$ cat config.mk
export PLATFORM = sky130hd
export DESIGN_NAME = pin_span_unit
export DESIGN_NICKNAME = d
export VERILOG_FILES = /design/src/rtl/pin_span_pkg.sv /design/src/rtl/pin_span_count.sv /design/src/rtl/pin_span_mask.sv /design/src/rtl/pin_span_port.sv /design/src/rtl/pin_span_unit.sv
export SDC_FILE = /design/constraint.sdc
export NUM_CORES = 1
export LEC_CHECK = 0
export BUFFER_PORTS_ARGS = -buffer_cell sky130_fd_sc_hd__buf_2
export CAP_MARGIN = 20
export CORE_ASPECT_RATIO = 2
export CORE_MARGIN = 2
export CORE_UTILIZATION = 40
export DETAILED_ROUTE_END_ITERATION = 12
export HOLD_SLACK_MARGIN = 0.1
export PLACE_DENSITY_LB_ADDON = 0.3
export SYNTH_ARGS = -nofsm -noshare
export SYNTH_HDL_FRONTEND = slang
export SYNTH_SLANG_ARGS = --single-unit
$ cat constraint.sdc
create_clock -name clk -period 5.2 [get_ports clk]
set_input_delay 0.26 -clock clk [delete_from_list [all_inputs] [get_ports clk]]
set_output_delay 0.26 -clock clk [all_outputs]
set_load 0.02 [all_outputs]
$ cat src/rtl/pin_span_pkg.sv
package pin_span_pkg;

   // bit operation applied to the masked pins of one port
   typedef enum logic [1:0] {
      OP_DIR   = 2'b00,   // direction <- data
      OP_OUT   = 2'b01,   // output    <- data
      OP_FLOAT = 2'b10,   // direction <- 0
      OP_DRIVE = 2'b11    // direction <- 1, output <- data
   } pin_op_e;

   // mask construction variants
   localparam int MASK_ROTATE  = 0;
   localparam int MASK_PER_BIT = 1;

endpackage

$ cat src/rtl/pin_span_count.sv
module pin_span_count #(
   parameter int CNT_W = 5
) (
   input  logic             clk,
   input  logic             rst,
   input  logic             load,
   input  logic [CNT_W-1:0] load_val,
   input  logic             req,
   input  logic [CNT_W-1:0] field_span,
   output logic [CNT_W-1:0] eff_span
);

   logic             pending_q;
   logic [CNT_W-1:0] held_q;

   always_ff @(posedge clk) begin
      if (rst) begin
         pending_q <= 1'b0;
         held_q    <= '0;
      end else if (load) begin
         pending_q <= 1'b1;
         held_q    <= load_val;
      end else if (req) begin
         pending_q <= 1'b0;
      end
   end

   assign eff_span = pending_q ? held_q : field_span;


   pending_consumed_chk: assert property (@(posedge clk) disable iff (rst)
      (req && !load) |=> (eff_span == field_span));


   pending_latched_chk: assert property (@(posedge clk) disable iff (rst)
      load |=> (eff_span == $past(load_val)));

endmodule

$ cat src/rtl/pin_span_mask.sv
module pin_span_mask
   import pin_span_pkg::*;
#(
   parameter int PORT_W    = 32,
   parameter int MASK_IMPL = MASK_ROTATE,
   localparam int IDX_W    = $clog2(PORT_W)
) (
   input  logic [IDX_W-1:0]  base_idx,
   input  logic [IDX_W-1:0]  span,
   output logic [PORT_W-1:0] mask
);

   generate
      if (MASK_IMPL == MASK_ROTATE) begin : g_rotate
         logic [PORT_W-1:0]   thermo;
         logic [2*PORT_W-1:0] dbl;
         always_comb begin
            for (int i = 0; i < PORT_W; i++) begin
               thermo[i] = (i <= int'(span));
            end
         end
         assign dbl  = {thermo, thermo} << base_idx;
         assign mask = dbl[2*PORT_W-1:PORT_W];
      end else begin : g_per_bit
         always_comb begin
            for (int i = 0; i < PORT_W; i++) begin
               mask[i] = ((IDX_W'(i) - base_idx) <= span);
            end
         end
      end
   endgenerate

   always_comb begin

      mask_count_chk: assert ($countones(mask) == int'(span) + 1);

      mask_base_chk: assert (mask[base_idx]);
   end

endmodule

$ cat src/rtl/pin_span_port.sv
module pin_span_port
   import pin_span_pkg::*;
#(
   parameter int PORT_W = 32
) (
   input  logic              clk,
   input  logic              rst,
   input  logic              wr_en,
   input  pin_op_e           op,
   input  logic              data,
   input  logic [PORT_W-1:0] mask,
   output logic [PORT_W-1:0] dir_q,
   output logic [PORT_W-1:0] out_q
);

   logic [PORT_W-1:0] dir_n;
   logic [PORT_W-1:0] out_n;
   logic [PORT_W-1:0] fill;

   assign fill = {PORT_W{data}};

   always_comb begin
      dir_n = dir_q;
      out_n = out_q;
      unique case (op)
         OP_DIR:   dir_n = (dir_q & ~mask) | (fill & mask);
         OP_OUT:   out_n = (out_q & ~mask) | (fill & mask);
         OP_FLOAT: dir_n = dir_q & ~mask;
         OP_DRIVE: begin
            dir_n = dir_q | mask;
            out_n = (out_q & ~mask) | (fill & mask);
         end
         default: ;
      endcase
   end

   always_ff @(posedge clk) begin
      if (rst) begin
         dir_q <= '0;
         out_q <= '0;
      end else if (wr_en) begin
         dir_q <= dir_n;
         out_q <= out_n;
      end
   end


   reset_clear_chk: assert property (@(posedge clk)
      rst |=> (dir_q == '0 && out_q == '0));


   idle_hold_chk: assert property (@(posedge clk) disable iff (rst)
      !wr_en |=> ($stable(dir_q) && $stable(out_q)));


   unmasked_keep_chk: assert property (@(posedge clk) disable iff (rst)
      wr_en |=> ((((dir_q ^ $past(dir_q)) | (out_q ^ $past(out_q))) & ~$past(mask)) == '0));


   float_clear_chk: assert property (@(posedge clk) disable iff (rst)
      (wr_en && op == OP_FLOAT) |=> ((dir_q & $past(mask)) == '0 && $stable(out_q)));


   drive_set_chk: assert property (@(posedge clk) disable iff (rst)
      (wr_en && op == OP_DRIVE) |=>
         ((dir_q & $past(mask)) == $past(mask) &&
          (out_q & $past(mask)) == ({PORT_W{$past(data)}} & $past(mask))));

endmodule

$ cat src/rtl/pin_span_unit.sv
module pin_span_unit
   import pin_span_pkg::*;
#(
   parameter int PORT_W    = 32,
   parameter int NUM_PORTS = 2,
   parameter int MASK_IMPL = MASK_ROTATE,
   localparam int IDX_W    = $clog2(PORT_W),
   localparam int SEL_W    = $clog2(NUM_PORTS),
   localparam int PIN_W    = IDX_W + SEL_W,
   localparam int ALL_W    = PORT_W * NUM_PORTS
) (
   input  logic              clk,
   input  logic              rst,
   input  logic              cnt_load,
   input  logic [IDX_W-1:0]  cnt_value,
   input  logic              req_valid,
   input  logic [PIN_W-1:0]  req_pin,
   input  logic [IDX_W-1:0]  req_span,
   input  logic [1:0]        req_op,
   input  logic              req_data,
   output logic [SEL_W-1:0]  port_sel,
   output logic [PORT_W-1:0] span_mask,
   output logic [ALL_W-1:0]  dir_q,
   output logic [ALL_W-1:0]  out_q
);

   // elaboration-time parameter checks
   generate
      if (PORT_W < 2 || (PORT_W & (PORT_W - 1)) != 0) begin : g_bad_port_w
         $error("PORT_W must be a power of two of at least 2");
      end
      if (NUM_PORTS < 2 || (NUM_PORTS & (NUM_PORTS - 1)) != 0) begin : g_bad_ports
         $error("NUM_PORTS must be a power of two of at least 2");
      end
      if (MASK_IMPL != MASK_ROTATE && MASK_IMPL != MASK_PER_BIT) begin : g_bad_impl
         $error("MASK_IMPL selects an unknown mask variant");
      end
   endgenerate

   logic [IDX_W-1:0]  eff_span;
   logic [PORT_W-1:0] mask_c;
   logic [SEL_W-1:0]  sel_c;
   pin_op_e           op_c;

   assign sel_c = req_pin[PIN_W-1:IDX_W];
   assign op_c  = pin_op_e'(req_op);

   pin_span_count #(.CNT_W(IDX_W)) u_count (
      .clk        (clk),
      .rst        (rst),
      .load       (cnt_load),
      .load_val   (cnt_value),
      .req        (req_valid),
      .field_span (req_span),
      .eff_span   (eff_span)
   );

   pin_span_mask #(.PORT_W(PORT_W), .MASK_IMPL(MASK_IMPL)) u_mask (
      .base_idx (req_pin[IDX_W-1:0]),
      .span     (eff_span),
      .mask     (mask_c)
   );

   generate
      for (genvar p = 0; p < NUM_PORTS; p++) begin : g_port
         logic wr_en;
         assign wr_en = req_valid && (sel_c == SEL_W'(p));
         pin_span_port #(.PORT_W(PORT_W)) u_port (
            .clk   (clk),
            .rst   (rst),
            .wr_en (wr_en),
            .op    (op_c),
            .data  (req_data),
            .mask  (mask_c),
            .dir_q (dir_q[p*PORT_W +: PORT_W]),
            .out_q (out_q[p*PORT_W +: PORT_W])
         );
      end
   endgenerate

   always_ff @(posedge clk) begin
      if (rst) begin
         span_mask <= '0;
         port_sel  <= '0;
      end else if (req_valid) begin
         span_mask <= mask_c;
         port_sel  <= sel_c;
      end
   end


   view_hold_chk: assert property (@(posedge clk) disable iff (rst)
      !req_valid |=> ($stable(span_mask) && $stable(port_sel)));


   only_one_port_chk: assert property (@(posedge clk) disable iff (rst)
      req_valid |=> ($countones((dir_q ^ $past(dir_q)) | (out_q ^ $past(out_q))) <= PORT_W));


   view_reset_chk: assert property (@(posedge clk)
      rst |=> (span_mask == '0 && port_sel == '0));

endmodule

==> impl_metrics.ini, run 1 <==
[logic_synthesis]
ys_types = 80
synthTopCellsByArea = dfxtp_1 (33%), mux2i_1 (11%), nand2_1 (7.1%)
avgSynthCellArea_sq_um = 8.379
synth-seq-cells = 167
synth_top_family_by_area = compound AO/OA/AOI/OAI gates
synth_edf_count = 0
synthSimpleGateAreaFrac = 0.1731
yosysSeqAreaShare = 0.3345
synth_xor_area_frac = 0
synthMuxAreaShare = 0.1541
synth_most_common_cell = nand2_1
yosysTopAreaCell = dfxtp_1
synth_top_area_frac = 0.3345
ys_warn_count = 0
synth_cells = 1193
synthAdderAreaFrac = 0
syn_nets = 1216
synth_compound_area_frac = 0.2800
synth-main-ff-cell = dfxtp_1
synth_common_cells = nand2_1 (188), dfxtp_1 (167), mux2i_1 (111)
syn_area_sq_um = 9996
synthArstFlopShare = 0

[floorplan]
fp.dieW_um = 115.8
rows = 81
core_sq_um = 24530
die-area_sq_um = 26350
initial_core_util = 0.4076
io_pins = 184
die_height_um = 227.6

[worst_setup_path]
r2r-start = u_count.pending_q$_SDFFE_PP0P_
end_kind = flop
critical_path_class = flop to flop
ff2ff_path_depth = 8
worst-path-max-fanout = 26
cp-start-kind = flop
crit_top_cell = a211oi_1
cp_cell_sequence = buf_4 -> or4b_1 -> a211oi_1 -> a211oi_1 -> a2bb2oi_2 -> o22ai_1 -> a211o_1 -> o211a_1
slowest_delay_ns = 1.07
crit_arrival_ns = 4.39
slowest_stage = dfxtp_1
r2r_slack_ns = 1.15
required_ns = 5.54

[grt]
first_global_vias = 10140
met3_usage = 0.04286
grt_first_pass_wirelength_um = 60780
grt_max_degree = 65
grt_overflow = 0
gr-usage-all-layers = 0.3102
antenna_found_initial = 0
met1_usage = 0.3277
gr-max-usage-layer = met2
met2_usage = 0.5329

[timing]
setup_tns_ns = 0
fmaxAchievable_ghz = 0.2468
timing_max_transition_violations_final = 0
setup_viol = 0
min_period_over_period = 0.7793
fin_crit_ns = 4.052
tightestPinTransition_ns = 1.183
rsz0062_at_grt = false
skew_ns = 0.008047
hold_slack_ns = 0.1180
final.setup.worst_slack_ns = 1.148
slew_headroom = 0.2085
hold_viol = 0

[finish]
utilization = 0.4712
num-nets-final = 1321
syn_to_final_growth_pct = 15.61
antenna_cells = 0
drive_gt1_frac = 0.2221
stdcell_area_sq_um = 11560

[placement]
numPortBuffers = 183
place_area_sq_um = 10920
hpwl_um = 30590
dpl_worst_slack_ns = 1.289
place.gp.congestion = 1.012

[route]
viasPerCell = 6.450
wl_per_cell_um = 25.03
dr.pass1.iters = 8
drt-initial-drc-count = 1061
via_count = 10590
wirelength_um = 41100
drtAntennaViolNets = 0
drc = 0

[clock_tree]
clk_latency_ns = 0.45
cts-root-buf = clkbuf_16
clk_pin_slew_ns = 0.07
numCtsBuffers = 17
ctsHtreeMaxLevel = 4
clock_path_buffers = 2
numClockSinks = 167
tritoncts = done

[status]
status = complete, no violations

[hold_path]
hp-start = req_valid
hold_depth = 3
hold-path-endpoint = span_mask[31]$_SDFFE_PP0P_
worstHoldPathType = input port to flop

[run]
cap_violations = 0

[power_and_ir_drop]
p_leak_nw = 5.078
ir_drop_mv = 0.2714
power_density_nw_per_um2 = 305.2
-- logic make-up after synthesis --
kind of cell,count (synthesis)
DFF,167
AOI/OAI and AO/OA,376
buffers and inverters,129
and+or+nand+nor,386
muxes,135
-- report_power, final --
| group | internal, mW | switching [mW] | total [mW] |
|---|---|---|---|
| Combinational | 0.250 | 0.584 | 0.835 |
| Clock | 0.728 | 0.569 | 1.30 |
| Sequential | 1.34 | 0.0565 | 1.40 |
| Total | 2.32 | 1.21 | 3.53 |
-- layout make-up --
type                            instances  area (sq um)
Tap cell                              332         415.4
Clock buffer                           20         446.7
Fill cell                            2494         12970
Inverter                                8         31.28
Sequential cell                       167          3343
Multi-Input combinational cell        897          6072
Timing Repair Buffer                  207          1109
Clock inverter                         11         138.9
-- how the worst max path moves through the flow --
stage,startpoint,endpoint,cells past startpoint
global placement,u_count.pending_q$_SDFFE_PP0P_,flop,8
floorplan,u_count.pending_q$_SDFFE_PP0P_,flop,10
global route,u_count.pending_q$_SDFFE_PP0P_,span_mask[27]$_SDFFE_PP0P_,8
finish,u_count.pending_q$_SDFFE_PP0P_,flop,8
CTS,u_count.pending_q$_SDFFE_PP0P_,flop,8
detailed placement,u_count.pending_q$_SDFFE_PP0P_,flop,8
-- cell usage in the layout, fill, tap and decap left out, drive strengths merged, types with 6 or more instances in the layout --
master | Yosys | layout
buf | 46 | 202
nand2 | 189 | 189
dfxtp | 167 | 167
mux2i | 117 | 117
nor2 | 82 | 82
a21oi | 67 | 67
a22oi | 48 | 48
a211oi | 43 | 43
o22ai | 39 | 39
nor3 | 38 | 38
o21ai | 27 | 27
nand3 | 26 | 26
clkbuf | 75 | 20
o32ai | 12 | 12
o211a | 11 | 11
a311oi | 11 | 11
o311ai | 11 | 11
o41ai | 11 | 11
a31oi | 10 | 10
inv | 6 | 10
o211ai | 9 | 9
nand4 | 9 | 9
a211o | 9 | 9
mux4 | 9 | 9
o31ai | 9 | 9
mux2 | 9 | 9
o221a | 8 | 8
or3 | 7 | 7
a21o | 7 | 7
and2 | 6 | 6
o31a | 6 | 6
o221ai | 6 | 6
nor4 | 6 | 6
a221oi | 6 | 6
-- metal layers --
| metal | up-vias | part of all wire |
|---|---|---|
| li1 | 4746 | - |
| met1 | 5059 | 0.34 |
| met2 | 575 | 0.50 |
| met3 | 211 | 0.056 |
| met4 | 0 | 0.098 |
| met5 | - | 0 |
-- stage by stage --
stage                     total power [mW]  instances
after floorplan                      1.967       1193
after global placement               2.234       1606
after detailed placement             2.236       1606
after CTS                            3.515       1642
after global routing                 3.633       1642
final                                3.527       1642
-- critical path, delay by kind of cell, from the launching register on --
kind | cells | cell delay, ns
DFF | 1 | 1.07
buffers and inverters | 1 | 0.39
AOI/OAI and AO/OA | 6 | 1.88
and+or+nand+nor | 1 | 0.58
-- what timing repair did --
| item | 4_1_cts | 5_1_grt |
|---|---|---|
| hold buffers | 5 | 0 |
| resized for setup | 0 | 0 |
| endpoints found under the hold margin | 5 | 0 |
| setup buffers | 0 | 0 |
Power figures use the tool's default switching activity.
==> run 2, diff against run 1 <==
Settings changed: ABC_AREA set to 1.
Clock period 5.2 ns to 3.5 ns, I/O delays scaled along.
==> run 2 against run 1 <==
Combinational power is 120% higher. Area after synthesis is 22% higher. Routed wire length grew 22%. Final cell count grew 56%. Global-route usage fell by 0.077 points. Flip-flop and latch count is the same. Register-to-register slack got worse by 0.73 ns. Maximum frequency increased by 31%. Largest power group unchanged.
==> impl_metrics.ini, run 2 <==
[clock_tree]
cts-root-buf = clkbuf_16
clock_path_buffers = 2
numCtsBuffers = 17
ctsHtreeMaxLevel = 4
ctsResizeCount = 0
clk_latency_ns = 0.47
clk_pin_slew_ns = 0.08
tritoncts = done
numClockSinks = 167
postCtsSetupRepairBufs = 0

[worst_setup_path]
required_ns = 3.85
crit_top_cell = nand2_1
slowest_delay_ns = 0.58
r2r_slack_ns = 0.42
cp_num_buf_inv = 2
rr_endpoint = span_mask[23]$_SDFFE_PP0P_
critical_path_class = flop to flop
ff2ff_path_depth = 15
path_delay_family = simple AND/OR/NAND/NOR gates
slowest_stage = dfxtp_1
cp_cell_sequence = inv_2 -> nand2_2 -> nand2_4 -> nor2_4 -> nand2_1 -> nor2_1 -> nand3_1 -> nand3_1 -> nand2_1 -> nand2_1 -> nand3_1 -> nand2_2 -> nand2_1 -> o211ai_1 -> inv_1
r2r-start = u_count.pending_q$_SDFFE_PP0P_
cp-start-kind = flop
end_kind = flop
worst-path-max-fanout = 23
crit_arrival_ns = 3.43

[power_and_ir_drop]
power_density_nw_per_um2 = 424.3
ir_drop_mv = 0.3329
p_leak_nw = 6.879

[route]
via_count = 14780
drc = 0
dr.pass1.iters = 6
drtAntennaViolNets = 0
wirelength_um = 50030
wl_per_cell_um = 19.54
drt-initial-drc-count = 1256
viasPerCell = 5.770

[timing]
hold_viol = 0
setup_tns_ns = 0
tightestPinTransition_ns = 0.9269
min_period_over_period = 0.8806
timing_max_transition_violations_final = 0
setup_viol = 0
slew_headroom = 0.3821
skew_ns = 0.01619
fmaxAchievable_ghz = 0.3245
fin_crit_ns = 3.082
rsz0062_at_grt = false

[logic_synthesis]
yosysSeqAreaShare = 0.2748
ys_warn_count = 0
synthArstFlopShare = 0
ys_types = 26
synth-main-ff-cell = dfxtp_1
syn_area_sq_um = 12170
synth_most_common_cell = nand3_1
synth_common_cells = nand3_1 (589), nand2_1 (523), nor2_1 (173)
syn_nets = 2087
avgSynthCellArea_sq_um = 5.895
synth-seq-cells = 167
synth_top_area_frac = 0.2748
synth_cells = 2064
synthTopCellsByArea = dfxtp_1 (27%), nand3_1 (24%), nand2_1 (16%)
yosysTopAreaCell = dfxtp_1
synth_edf_count = 0

[finish]
seq_area_sq_um = 3343
drive_gt1_frac = 0.1601
final_cell_mix = nand3_1 (589), nand2_1 (523), buf_2 (183), nor2_1 (171), dfxtp_1 (167)
antenna_cells = 0
utilization = 0.4661
multi_input_area_sq_um = 7724
num-nets-final = 2203
final_common_cell = nand3_1
fillers = 3227
syn_to_final_growth_pct = 15.19

[run]
cap_violations = 0

[status]
status = complete, no violations

[floorplan]
initial_core_util = 0.4047
die_height_um = 250.6
io_pins = 184
core_sq_um = 30070
fp.dieW_um = 127.3
rows = 90
die-area_sq_um = 31910

[grt]
grt_first_pass_wirelength_um = 76550
grt_max_degree = 91
antenna_found_initial = 0
grt_overflow = 0
first_global_vias = 13750
gr-usage-all-layers = 0.3094

[placement]
hpwl_um = 38480
numPortBuffers = 183
place.gp.congestion = 1.010

[hold_path]
hp-start = cnt_load
hold-path-endpoint = u_count.held_q[4]$_SDFFE_PP0P_
hold_depth = 3
worstHoldPathType = input port to flop
-- run 2: metal layers --
layer	track usage	routed length, um	up-vias
li1	-	-	7139
met1	0.3335	18190	6883
met2	0.5476	25450	579
met3	0.04699	2507	175
met4	0.2100	3879	0
met5	0	0	-
-- run 2: layout make-up --
type,instances,share of cell area
Sequential cell,167,0.2386
Tap cell,368,0.03285
Multi-Input combinational cell,1614,0.5511
Inverter,157,0.04241
Clock inverter,13,0.01134
Clock buffer,19,0.03232
Timing Repair Buffer,223,0.09142
-- run 2: through the flow --
stage | hold WS [ns] | cell area [sq um] | power [mW] | std cells | setup WS, ns
after floorplan | 0.3454 | 12170 | 3.371 | 2064 | 1.531
after global placement | 0.4338 | 13290 | 3.907 | 2518 | 0.4730
after detailed placement | 0.4364 | 13290 | 3.925 | 2518 | 0.5044
after CTS | 0.1153 | 14010 | 5.940 | 2561 | 0.4842
after global routing | 0.1332 | 14010 | 6.222 | 2561 | 0.1765
final | 0.1134 | 14010 | 5.946 | 2561 | 0.4181
-- run 2: cell families after synthesis --
group	Yosys count	synth area share
simple gates	1422	0.5462
buf+inv	283	0.09307
flops	167	0.2748
compound gates	192	0.08597
-- run 2: worst max-delay path by stage --
| stage | from | to | cells after the start |
|---|---|---|---|
| floorplan | u_count.pending_q$_SDFFE_PP0P_ | flop | 17 |
| detailed placement | u_count.pending_q$_SDFFE_PP0P_ | span_mask[23]$_SDFFE_PP0P_ | 15 |
| CTS | u_count.pending_q$_SDFFE_PP0P_ | span_mask[23]$_SDFFE_PP0P_ | 15 |
| global route | u_count.pending_q$_SDFFE_PP0P_ | flop | 15 |
| global placement | u_count.pending_q$_SDFFE_PP0P_ | span_mask[23]$_SDFFE_PP0P_ | 15 |
| finish | u_count.pending_q$_SDFFE_PP0P_ | span_mask[23]$_SDFFE_PP0P_ | 15 |
-- run 2: power breakdown --
| group | switching, mW | internal [mW] |
|---|---|---|
| Sequential | 0.0918 | 2.02 |
| Clock | 0.909 | 1.11 |
| Combinational | 1.31 | 0.504 |
-- run 2: worst register-to-register path: stages (launching register included) --
cell,delay [ns]
dfxtp_1,0.58
inv_2,0.18
nand2_2,0.12
nand2_4,0.18
nor2_4,0.33
nand2_1,0.12
nor2_1,0.14
nand3_1,0.12
nand3_1,0.17
nand2_1,0.12
nand2_1,0.13
nand3_1,0.20
nand2_2,0.24
nand2_1,0.14
o211ai_1,0.13
inv_1,0.05
-- run 2: what timing repair did --
| item | 4_1_cts | 5_1_grt |
|---|---|---|
| setup endpoints to repair | 0 | 0 |
| endpoints found under the hold margin | 6 | 0 |
| hold buffers | 11 | 0 |
